**src/rtl/stp_pkg.sv**
```systemverilog
// Package: shared constants and types for the streaming store line packer.
// Assumes a fixed 64-byte line; element width is chosen per instance.
package stp_pkg;
    localparam int unsigned STP_LINE_BYTES = 64;

    typedef enum logic {
        BURST_IDLE = 1'b0,
        BURST_RUN  = 1'b1
    } burst_state_e;
endpackage

```
**src/rtl/stp_burst_ctl.sv**
```systemverilog
// Burst tracker: holds the open burst's remaining count, the current slot
// inside the line and the current line address.
// Assumes hdr_fire only while idle and elem_fire only while a burst is open.
module stp_burst_ctl
    import stp_pkg::*;
#(
    parameter int ADDR_W   = 32,
    parameter int CNT_W    = 16,
    parameter int OFS_W    = 6,
    parameter int ELEM_OFS = 2,
    localparam int SLOT_W  = OFS_W - ELEM_OFS,
    localparam int LADDR_W = ADDR_W - OFS_W
) (
    input  logic               clk,
    input  logic               rst_n,
    input  logic               hdr_fire,
    input  logic [ADDR_W-1:0]  hdr_addr,
    input  logic [CNT_W-1:0]   hdr_count,
    input  logic               elem_fire,
    output logic               active,
    output logic [SLOT_W-1:0]  slot,
    output logic [LADDR_W-1:0] line_addr,
    output logic               last_elem,
    output logic               line_end
);
    localparam logic [SLOT_W-1:0] SLOT_MAX = '1;

    burst_state_e       st_q;
    logic [CNT_W-1:0]   rem_q;
    logic [SLOT_W-1:0]  slot_q;
    logic [LADDR_W-1:0] line_q;

    // Open a burst on a header, then step slot, line and count per element.
    always_ff @(posedge clk) begin
        if (!rst_n) begin
            st_q   <= BURST_IDLE;
            rem_q  <= '0;
            slot_q <= '0;
            line_q <= '0;
        end else if (hdr_fire) begin
            st_q   <= (hdr_count != '0) ? BURST_RUN : BURST_IDLE;
            rem_q  <= hdr_count;
            slot_q <= hdr_addr[OFS_W-1:ELEM_OFS];
            line_q <= hdr_addr[ADDR_W-1:OFS_W];
        end else if (elem_fire) begin
            rem_q  <= rem_q - CNT_W'(1);
            slot_q <= slot_q + SLOT_W'(1);
            if (slot_q == SLOT_MAX) begin
                line_q <= line_q + LADDR_W'(1);
            end
            if (rem_q == CNT_W'(1)) begin
                st_q <= BURST_IDLE;
            end
        end
    end

    // Expose tracker state to the packer.
    always_comb begin
        active    = (st_q == BURST_RUN);
        slot      = slot_q;
        line_addr = line_q;
        last_elem = (rem_q == CNT_W'(1));
        line_end  = (slot_q == SLOT_MAX);
    end

    // an open burst always has elements left to take.
    a_r2_open_nonempty: assert property (@(posedge clk) disable iff (!rst_n)
        active |-> (rem_q != '0));

    // elements are only consumed while a burst is open.
    a_r3_elem_needs_burst: assert property (@(posedge clk) disable iff (!rst_n)
        elem_fire |-> active);
endmodule

```
**src/rtl/stp_line_buf.sv**
```systemverilog
// Line register and write port: one lane per element slot, presented whole
// on the memory side and cleared to zero once the write is accepted.
// Assumes elem_fire never coincides with a pending write.
module stp_line_buf #(
    parameter int ELEM_W   = 32,
    parameter int LINE_W   = 512,
    parameter int SLOT_W   = 4,
    parameter int LADDR_W  = 26,
    localparam int EPL     = LINE_W / ELEM_W
) (
    input  logic               clk,
    input  logic               rst_n,
    input  logic               elem_fire,
    input  logic [SLOT_W-1:0]  slot,
    input  logic [ELEM_W-1:0]  elem,
    input  logic               flush,
    input  logic [LADDR_W-1:0] line_addr,
    input  logic               wr_ready,
    output logic               wr_valid,
    output logic [LADDR_W-1:0] wr_line_addr,
    output logic [LINE_W-1:0]  wr_line_data
);
    logic drain;
    logic valid_q;
    logic [LADDR_W-1:0] addr_q;

    assign drain = valid_q & wr_ready;

    for (genvar g = 0; g < EPL; g++) begin : g_lane
        logic [ELEM_W-1:0] lane_q;

        // Capture the element addressed to this slot; zero after the write.
        always_ff @(posedge clk) begin
            if (!rst_n) begin
                lane_q <= '0;
            end else if (elem_fire && (slot == SLOT_W'(g))) begin
                lane_q <= elem;
            end else if (drain) begin
                lane_q <= '0;
            end
        end

        assign wr_line_data[g*ELEM_W +: ELEM_W] = lane_q;
    end

    // Raise the write on a flush and hold it until memory takes it.
    always_ff @(posedge clk) begin
        if (!rst_n) begin
            valid_q <= 1'b0;
            addr_q  <= '0;
        end else if (flush) begin
            valid_q <= 1'b1;
            addr_q  <= line_addr;
        end else if (drain) begin
            valid_q <= 1'b0;
        end
    end

    assign wr_valid     = valid_q;
    assign wr_line_addr = addr_q;

    // a stalled write keeps its valid, address and data.
    a_r8_hold_under_stall: assert property (@(posedge clk) disable iff (!rst_n)
        (wr_valid && !wr_ready) |=> (wr_valid && $stable(wr_line_addr) && $stable(wr_line_data)));

    // no element lands in the line while its write is pending.
    a_r9_no_fill_pending: assert property (@(posedge clk) disable iff (!rst_n)
        wr_valid |-> !elem_fire);
endmodule

```
**src/rtl/stp_store_packer.sv**
```systemverilog
// Streaming store line packer: takes a burst header and then a stream of
// elements, gathers them into 64-byte lines and writes each line whole.
// Assumes element-aligned header addresses and an element width that is a
// power-of-two number of bytes smaller than a line.
module stp_store_packer
    import stp_pkg::*;
#(
    parameter int ADDR_W   = 32,
    parameter int ELEM_W   = 32,
    parameter int CNT_W    = 16,
    localparam int LINE_W  = STP_LINE_BYTES * 8,
    localparam int OFS_W   = $clog2(STP_LINE_BYTES),
    localparam int ELEM_OFS = $clog2(ELEM_W / 8),
    localparam int SLOT_W  = OFS_W - ELEM_OFS,
    localparam int LADDR_W = ADDR_W - OFS_W
) (
    input  logic               clk,
    input  logic               rst_n,
    input  logic               hdr_valid,
    output logic               hdr_ready,
    input  logic [ADDR_W-1:0]  hdr_addr,
    input  logic [CNT_W-1:0]   hdr_count,
    input  logic               dat_valid,
    output logic               dat_ready,
    input  logic [ELEM_W-1:0]  dat_elem,
    output logic               wr_valid,
    input  logic               wr_ready,
    output logic [LADDR_W-1:0] wr_line_addr,
    output logic [LINE_W-1:0]  wr_line_data
);
    logic               active;
    logic [SLOT_W-1:0]  slot;
    logic [LADDR_W-1:0] line_addr;
    logic               last_elem;
    logic               line_end;
    logic               hdr_fire;
    logic               elem_fire;
    logic               flush;

    // Handshake gating: headers only when idle, data only into a free line.
    always_comb begin
        hdr_ready = !active && !wr_valid;
        dat_ready = active && !wr_valid;
        hdr_fire  = hdr_valid && hdr_ready;
        elem_fire = dat_valid && dat_ready;
        flush     = elem_fire && (line_end || last_elem);
    end

    stp_burst_ctl #(
        .ADDR_W   (ADDR_W),
        .CNT_W    (CNT_W),
        .OFS_W    (OFS_W),
        .ELEM_OFS (ELEM_OFS)
    ) u_ctl (
        .clk       (clk),
        .rst_n     (rst_n),
        .hdr_fire  (hdr_fire),
        .hdr_addr  (hdr_addr),
        .hdr_count (hdr_count),
        .elem_fire (elem_fire),
        .active    (active),
        .slot      (slot),
        .line_addr (line_addr),
        .last_elem (last_elem),
        .line_end  (line_end)
    );

    stp_line_buf #(
        .ELEM_W  (ELEM_W),
        .LINE_W  (LINE_W),
        .SLOT_W  (SLOT_W),
        .LADDR_W (LADDR_W)
    ) u_buf (
        .clk          (clk),
        .rst_n        (rst_n),
        .elem_fire    (elem_fire),
        .slot         (slot),
        .elem         (dat_elem),
        .flush        (flush),
        .line_addr    (line_addr),
        .wr_ready     (wr_ready),
        .wr_valid     (wr_valid),
        .wr_line_addr (wr_line_addr),
        .wr_line_data (wr_line_data)
    );

    // header and data channels are never ready together.
    a_r2_channels_exclusive: assert property (@(posedge clk) disable iff (!rst_n)
        hdr_ready |-> !dat_ready);

    // an accepted write leaves the port idle for at least one cycle.
    a_r6_write_retires: assert property (@(posedge clk) disable iff (!rst_n)
        (wr_valid && wr_ready) |=> !wr_valid);

    if (ELEM_OFS > 0) begin : g_align_chk
        // header addresses are element aligned (input assumption).
        a_r7_hdr_aligned: assert property (@(posedge clk) disable iff (!rst_n)
            hdr_fire |-> (hdr_addr[ELEM_OFS-1:0] == '0));
    end
endmodule

```
**config.mk**
```make
export PLATFORM = sky130hd
export DESIGN_NAME = stp_store_packer
export DESIGN_NICKNAME = d
export VERILOG_FILES = /design/src/rtl/stp_pkg.sv /design/src/rtl/stp_burst_ctl.sv /design/src/rtl/stp_line_buf.sv /design/src/rtl/stp_store_packer.sv
export SDC_FILE = /design/constraint.sdc
export NUM_CORES = 1
export LEC_CHECK = 0
export CORE_AREA = 2 2 247 249
export CTS_CLUSTER_DIAMETER = 40
export DETAILED_ROUTE_END_ITERATION = 10
export DIE_AREA = 0 0 249 251
export HOLD_SLACK_MARGIN = 0.12
export PLACE_DENSITY = 0.72
export SETUP_SLACK_MARGIN = 0.4
export SLEW_MARGIN = 20
export SYNTH_ARGS = -nofsm -noshare
export SYNTH_HDL_FRONTEND = slang
export SYNTH_SLANG_ARGS = --single-unit
```
**constraint.sdc**
```tcl
create_clock -name clk -period 2.95 [get_ports clk]
set_input_delay 0.295 -clock clk [delete_from_list [all_inputs] [get_ports clk]]
set_output_delay 0.295 -clock clk [all_outputs]
set_load 0.02 [all_outputs]
```
Word-level counts from Yosys, hierarchy flattened
Index checks and enable logic that the tools add are counted.
W data, S select, Z words.
{ "op_classes": {"addsub": 3, "n_mul": 0, "div_mod_pow": 0, "n_lt_le_gt_ge": 0, "n_eq_ne": 16, "n_shift": 0, "mux": 30, "n_bitwise": 1, "reduce_logical": 48} }
{ "op_table": {"columns": ["cell", "n"], "rows": [
  ["$mux W32", 17],
  ["$mux W26", 3],
  ["$reduce_bool A2 Y1", 20],
  ["$eq A4 B4 Y1 const B", 8],
  ["$mux W16", 2],
  ["$add A26 B1 Y26 const B", 1],
  ["$logic_and A1 B1 Y1", 21],
  ["$eq A16 B1 Y1 const B", 1],
  ["$eq A4 B3 Y1 const B", 4],
  ["$reduce_bool A16 Y1", 1],
  ["$sub A16 B1 Y16 const B", 1],
  ["$eq A4 B2 Y1 const B", 2],
  ["$mux W4", 2],
  ["$mux W1", 6],
  ["$add A4 B1 Y4 const B", 1],
  ["$eq A4 B1 Y1 const B", 1],
  ["$logic_not A4 Y1", 1],
  ["$reduce_and A2 Y1", 2],
  ["$logic_not A1 Y1", 2],
  ["$and A1 B1 Y1", 1],
  ["$logic_or A1 B1 Y1", 1]
]} }
{ "totals": {"register_bits": 586, "latch_bits": 0, "ramBits": 0, "rom_bits": 0, "inputBits": 85, "out_inout_bits": 541, "wordCells": 120, "mem_count": 0} }

Longest topological paths before layout
{ "depth": {"ltp_word": 5, "mapped_depth": 8, "ltp_nobuf": 6} }

Hierarchy
Synthesis repeated with hierarchy kept, for this count alone.
{ "hier_totals": {"cells_unflattened": 2158, "area_unflattened_um2": 22048.6} }
{ "by_module_without_submodules": {"columns": ["mod", "instances", "cells_each", "area_per_inst_um2", "seq_area_each_um2"], "rows": [
  ["stp_line_buf", 1, 1832, 19363.6, 10790.3],
  ["stp_burst_ctl", 1, 321, 2648.8, 940.9],
  ["stp_store_packer", 1, 5, 36.3, 0.0]
]} }

Least setup slack after synthesis
Ideal clock, no wire load.
{ "synth_timing": {"path_kind": "reg-to-reg", "startpoint": "register u_ctl.slot_q[0] (netlist: u_ctl.slot[0])", "endpoint": "register u_ctl.line_q[11] (netlist: u_ctl.line_addr[11])", "setup_ns": 0.074, "arrival_ns": 2.023, "required_time_ns": 2.876, "path_slack_ns": 0.853, "stages_incl_launch_ff": 8, "n_path_buf": 2, "synth_period_minus_slack_ns": 2.097, "cell_sequence": "dfxtp_1 > ha_1 > nand4_4 > or4_1 > clkbuf_1 > buf_2 > or3_1 > a31oi_1"} }
{ "synth_via": {"elab_chain_len": 3} }
{ "synth_lines": {"columns": ["element", "line_no", "source"], "rows": [
  ["from (decl)", "stp_burst_ctl.sv:30", "logic [SLOT_W-1:0] slot_q;"],
  ["from (signal assigned)", "stp_burst_ctl.sv:43", "slot_q <= hdr_addr[OFS_W-1:ELEM_OFS];"],
  ["from (signal assigned)", "stp_burst_ctl.sv:47", "slot_q <= slot_q + SLOT_W'(1);"],
  ["$eq A4 B4 Y1", "stp_burst_ctl.sv:48", "if (slot_q == SLOT_MAX) begin"],
  ["$reduce_bool A2 Y1 (no source line)", null, null],
  ["$reduce_and A2 Y1 (no source line)", null, null],
  ["to (signal assigned)", "stp_burst_ctl.sv:44", "line_q <= hdr_addr[ADDR_W-1:OFS_W];"],
  ["to (signal assigned)", "stp_burst_ctl.sv:49", "line_q <= line_q + LADDR_W'(1);"],
  ["to (decl)", "stp_burst_ctl.sv:31", "logic [LADDR_W-1:0] line_q;"]
]} }
Every way passes these cells.
A chain may end at the register's enable or synchronous reset.

Worst setup path in the final report
{ "layout_timing": {"startpoint": "register u_ctl.slot_q[0] (netlist: u_ctl.slot[0])", "endpoint": "register u_ctl.line_q[17] (netlist: u_ctl.line_addr[17])"} }
Same word-level chain as after synthesis.

==> metrics.cfg <==
[outcome]
outcome = finished, final reports clean

[routing]
drc = 0
vias_per_cell = 5.60
routedWlPerCell_um = 23.3
via_count = 23377
drt_wl_total_mm = 97.2
ant_nets = 0
first_pass_iters = 5
drtIter0Drc = 1927

[clock_network]
cts_buffer_depth = 3
hold_buffers = 0
post_cts_resized = 0
root_buffer = clkbuf_16
cts_tree = built
cts_made_buffers = 83
htreeDepth = 3
clk_pin_slew_worst_paths_ns = 0.06
post_cts_buffers = 0
clkSinkCount = 586
clock_latency_ns = 0.64

[cells_and_area]
fin_util = 0.540
synthToLayoutAreaGrowth_pct = 44.4
drive_above_1_share = 0.0844
fin_nets = 3416

[sta]
maxSlewViolCount = 0
min_period_ns = 2.37
slew_headroom = 0.325
rsz0062_at_grt = no
tns_ns = 0
clock_skew_ns = 0.0312
fmax_mhz = 421
finalSetupViolations = 0
worst_pin_slew_ns = 1.01
finalHoldViolations = 0
period_share = 0.805

[grt]
grt_max_degree = 94
track_usage = 0.296
grt_overflow = 0
busiest_layer = met2
antenna_found_initial = 4
use_met2 = 0.455
grt_pass1_wl_mm = 140
grtUsageMet3 = 0.0997
met1_usage = 0.362
grt_pass1_vias = 21344

[floorplanning]
fp-row-count = 90
coreArea_mm2 = 0.0598
start_util = 0.374
ios = 626
die-width_um = 249
die_area_mm2 = 0.0625
dieHeight_um = 251

[setup_path]
critPathKind = reg2reg
r2r_slack_ns = 0.58
reg2regPathDepth = 6
cp.arrival_ns = 2.92
worstSetupEndpointType = register
rr_endpoint = u_ctl.line_addr[17]
required_ns = 3.50
worstSetupStartpointType = register
cp_max_fo = 17
r2r-start = u_ctl.slot[0]

[logic_synthesis]
synth.area.top_cells = dfxtp_1, nand3_1, a21oi_1
synth-compound-area-share = 0.145
yosysTopAreaCell = dfxtp_1
syn_area_mm2 = 0.0224
synth-main-ff-cell = dfxtp_1
yosys.area_share.simple = 0.255
yosys.area.top_type_share = 0.524
synthTopCellsByCount = nand2_1, dfxtp_1, nand3_1, a21oi_1, clkbuf_1
syn_avg_cell_area_um2 = 7.90
yosysSeqAreaShare = 0.524
ys_types = 49
syn_inst = 2832
synth-seq-cells = 586
yosysWarnings = 0
synth_top_family_by_area = simple AND/OR/NAND/NOR gates
async_flop_share = 0
synthAdderAreaFrac = 0.00391
synth_xor_area_frac = 0.00391
synthMuxAreaShare = 0.0116
synth_edf_count = 0
mappedNetlistNets = 2924
synth_most_common_cell = nand2_1

[worst_hold_path]
min_to = u_buf.g_lane[7].lane_q[29]
hold_path.startpoint = dat_elem[29]
min_path_cells = 3
hold_path.class = in2reg

[power]
powerDensity_mw_per_mm2 = 614
peakVddDrop_v = 0.000587
p_leak_nw = 10.6
finalPower_w = 0.0198

[placed_design]
port_buffers = 623
gp_congestion = 0.838
dp_hpwl_mm = 61.0

[run]
maxCapViolCount = 0

[cell type report]
class,instances,area (µm²)
inverters,10,45.0
diodes,2,5.00
clock buffers,90,2120
multi-input cells,1921,9490
clock inverters,61,871
fillers,5365,27500
flip-flops and latches,586,11700
well taps,782,978
repair buffers,722,7060
[flip-flops by register name, indices dropped and copies added, names as in the netlist]
name	flops
u_ctl.slot	4
u_buf.wr_valid	1
u_buf.wr_line_addr	26
u_buf.g_lane.lane_q	512
u_ctl.line_addr	26
u_ctl.rem_q	16
u_ctl.active	1
[how the worst max path moves through the flow]
stage / from / endpoint
2_1_floorplan: u_ctl.slot[0] / u_ctl.line_addr[11]
3_3_place_gp: dat_valid / u_ctl.line_addr[19]
3_5_place_dp: dat_valid / u_ctl.line_addr[17]
4_1_cts: u_ctl.slot[0] / u_ctl.line_addr[17]
5_1_grt: u_ctl.slot[0] / u_ctl.line_addr[19]
6_report: u_ctl.slot[0] / u_ctl.line_addr[17]
[logic make-up after synthesis]
logic type | count (synthesis)
compound gates | 620
xor+xnor | 10
fa+ha+maj | 7
mux | 26
flops | 586
buf+inv | 325
simple gates | 1258
[stage by stage]
step                area, µm²  instances  setup slack, ns  hold slack, ns
finish                  32300       4174            0.576           0.250
global route            32300       4174            0.413           0.233
CTS                     32300       4172            0.554           0.205
detailed placement      29300       4021            0.487           0.450
global placement        29300       4021            0.518           0.445
floorplan               22400       2832            0.853           0.445
[layer usage]
layer,wire length (µm),part of all wire,up-vias
li1,-,-,10702
met4,5520,0.057,2
met5,13,0.00013,-
met3,11500,0.12,258
met1,37200,0.38,11102
met2,42900,0.44,1313
[report_power, final]
group          switching (W)  total [W]  leakage, nW  internal, W
combinational       0.000762    0.00111         4.47     0.000351
clock                0.00405     0.0106         1.44      0.00657
sequential         0.0000941    0.00810         4.73      0.00801
[placed cells by master, fill, tap and decap left out, types with 6 or more instances in the layout]
cell type | Yosys | layout
nor3_1 | 10 | 6
clkinv_2 | 0 | 13
nor2_1 | 32 | 20
nor2_2 | 0 | 9
buf_4 | 2 | 88
or2_2 | 6 | 6
a31oi_1 | 24 | 24
xnor2_1 | 7 | 7
ha_1 | 7 | 7
nand4_1 | 16 | 16
nand4b_1 | 6 | 6
inv_6 | 0 | 9
mux2i_1 | 26 | 26
nand3_1 | 533 | 533
o21ai_0 | 28 | 28
or3_1 | 8 | 8
inv_1 | 9 | 9
buf_12 | 0 | 11
nand2_1 | 590 | 589
or4_1 | 17 | 17
clkinvlp_4 | 0 | 9
o31ai_1 | 12 | 12
bufinv_16 | 0 | 14
dfxtp_1 | 586 | 586
nor4_1 | 11 | 11
clkdlybuf4s50_1 | 0 | 612
nand2b_1 | 9 | 9
a21oi_1 | 528 | 527
clkbuf_16 | 0 | 83
clkinv_4 | 0 | 7
buf_2 | 4 | 10
[worst max-delay path: stages (launching register included)]
cell,delay [ns]
dfxtp_1,0.43
ha_1,0.30
nand4_4,0.19
or4_1,0.53
buf_4,0.20
or4_1,0.47
a31oi_1,0.18
Power figures use the tool's default switching activity.
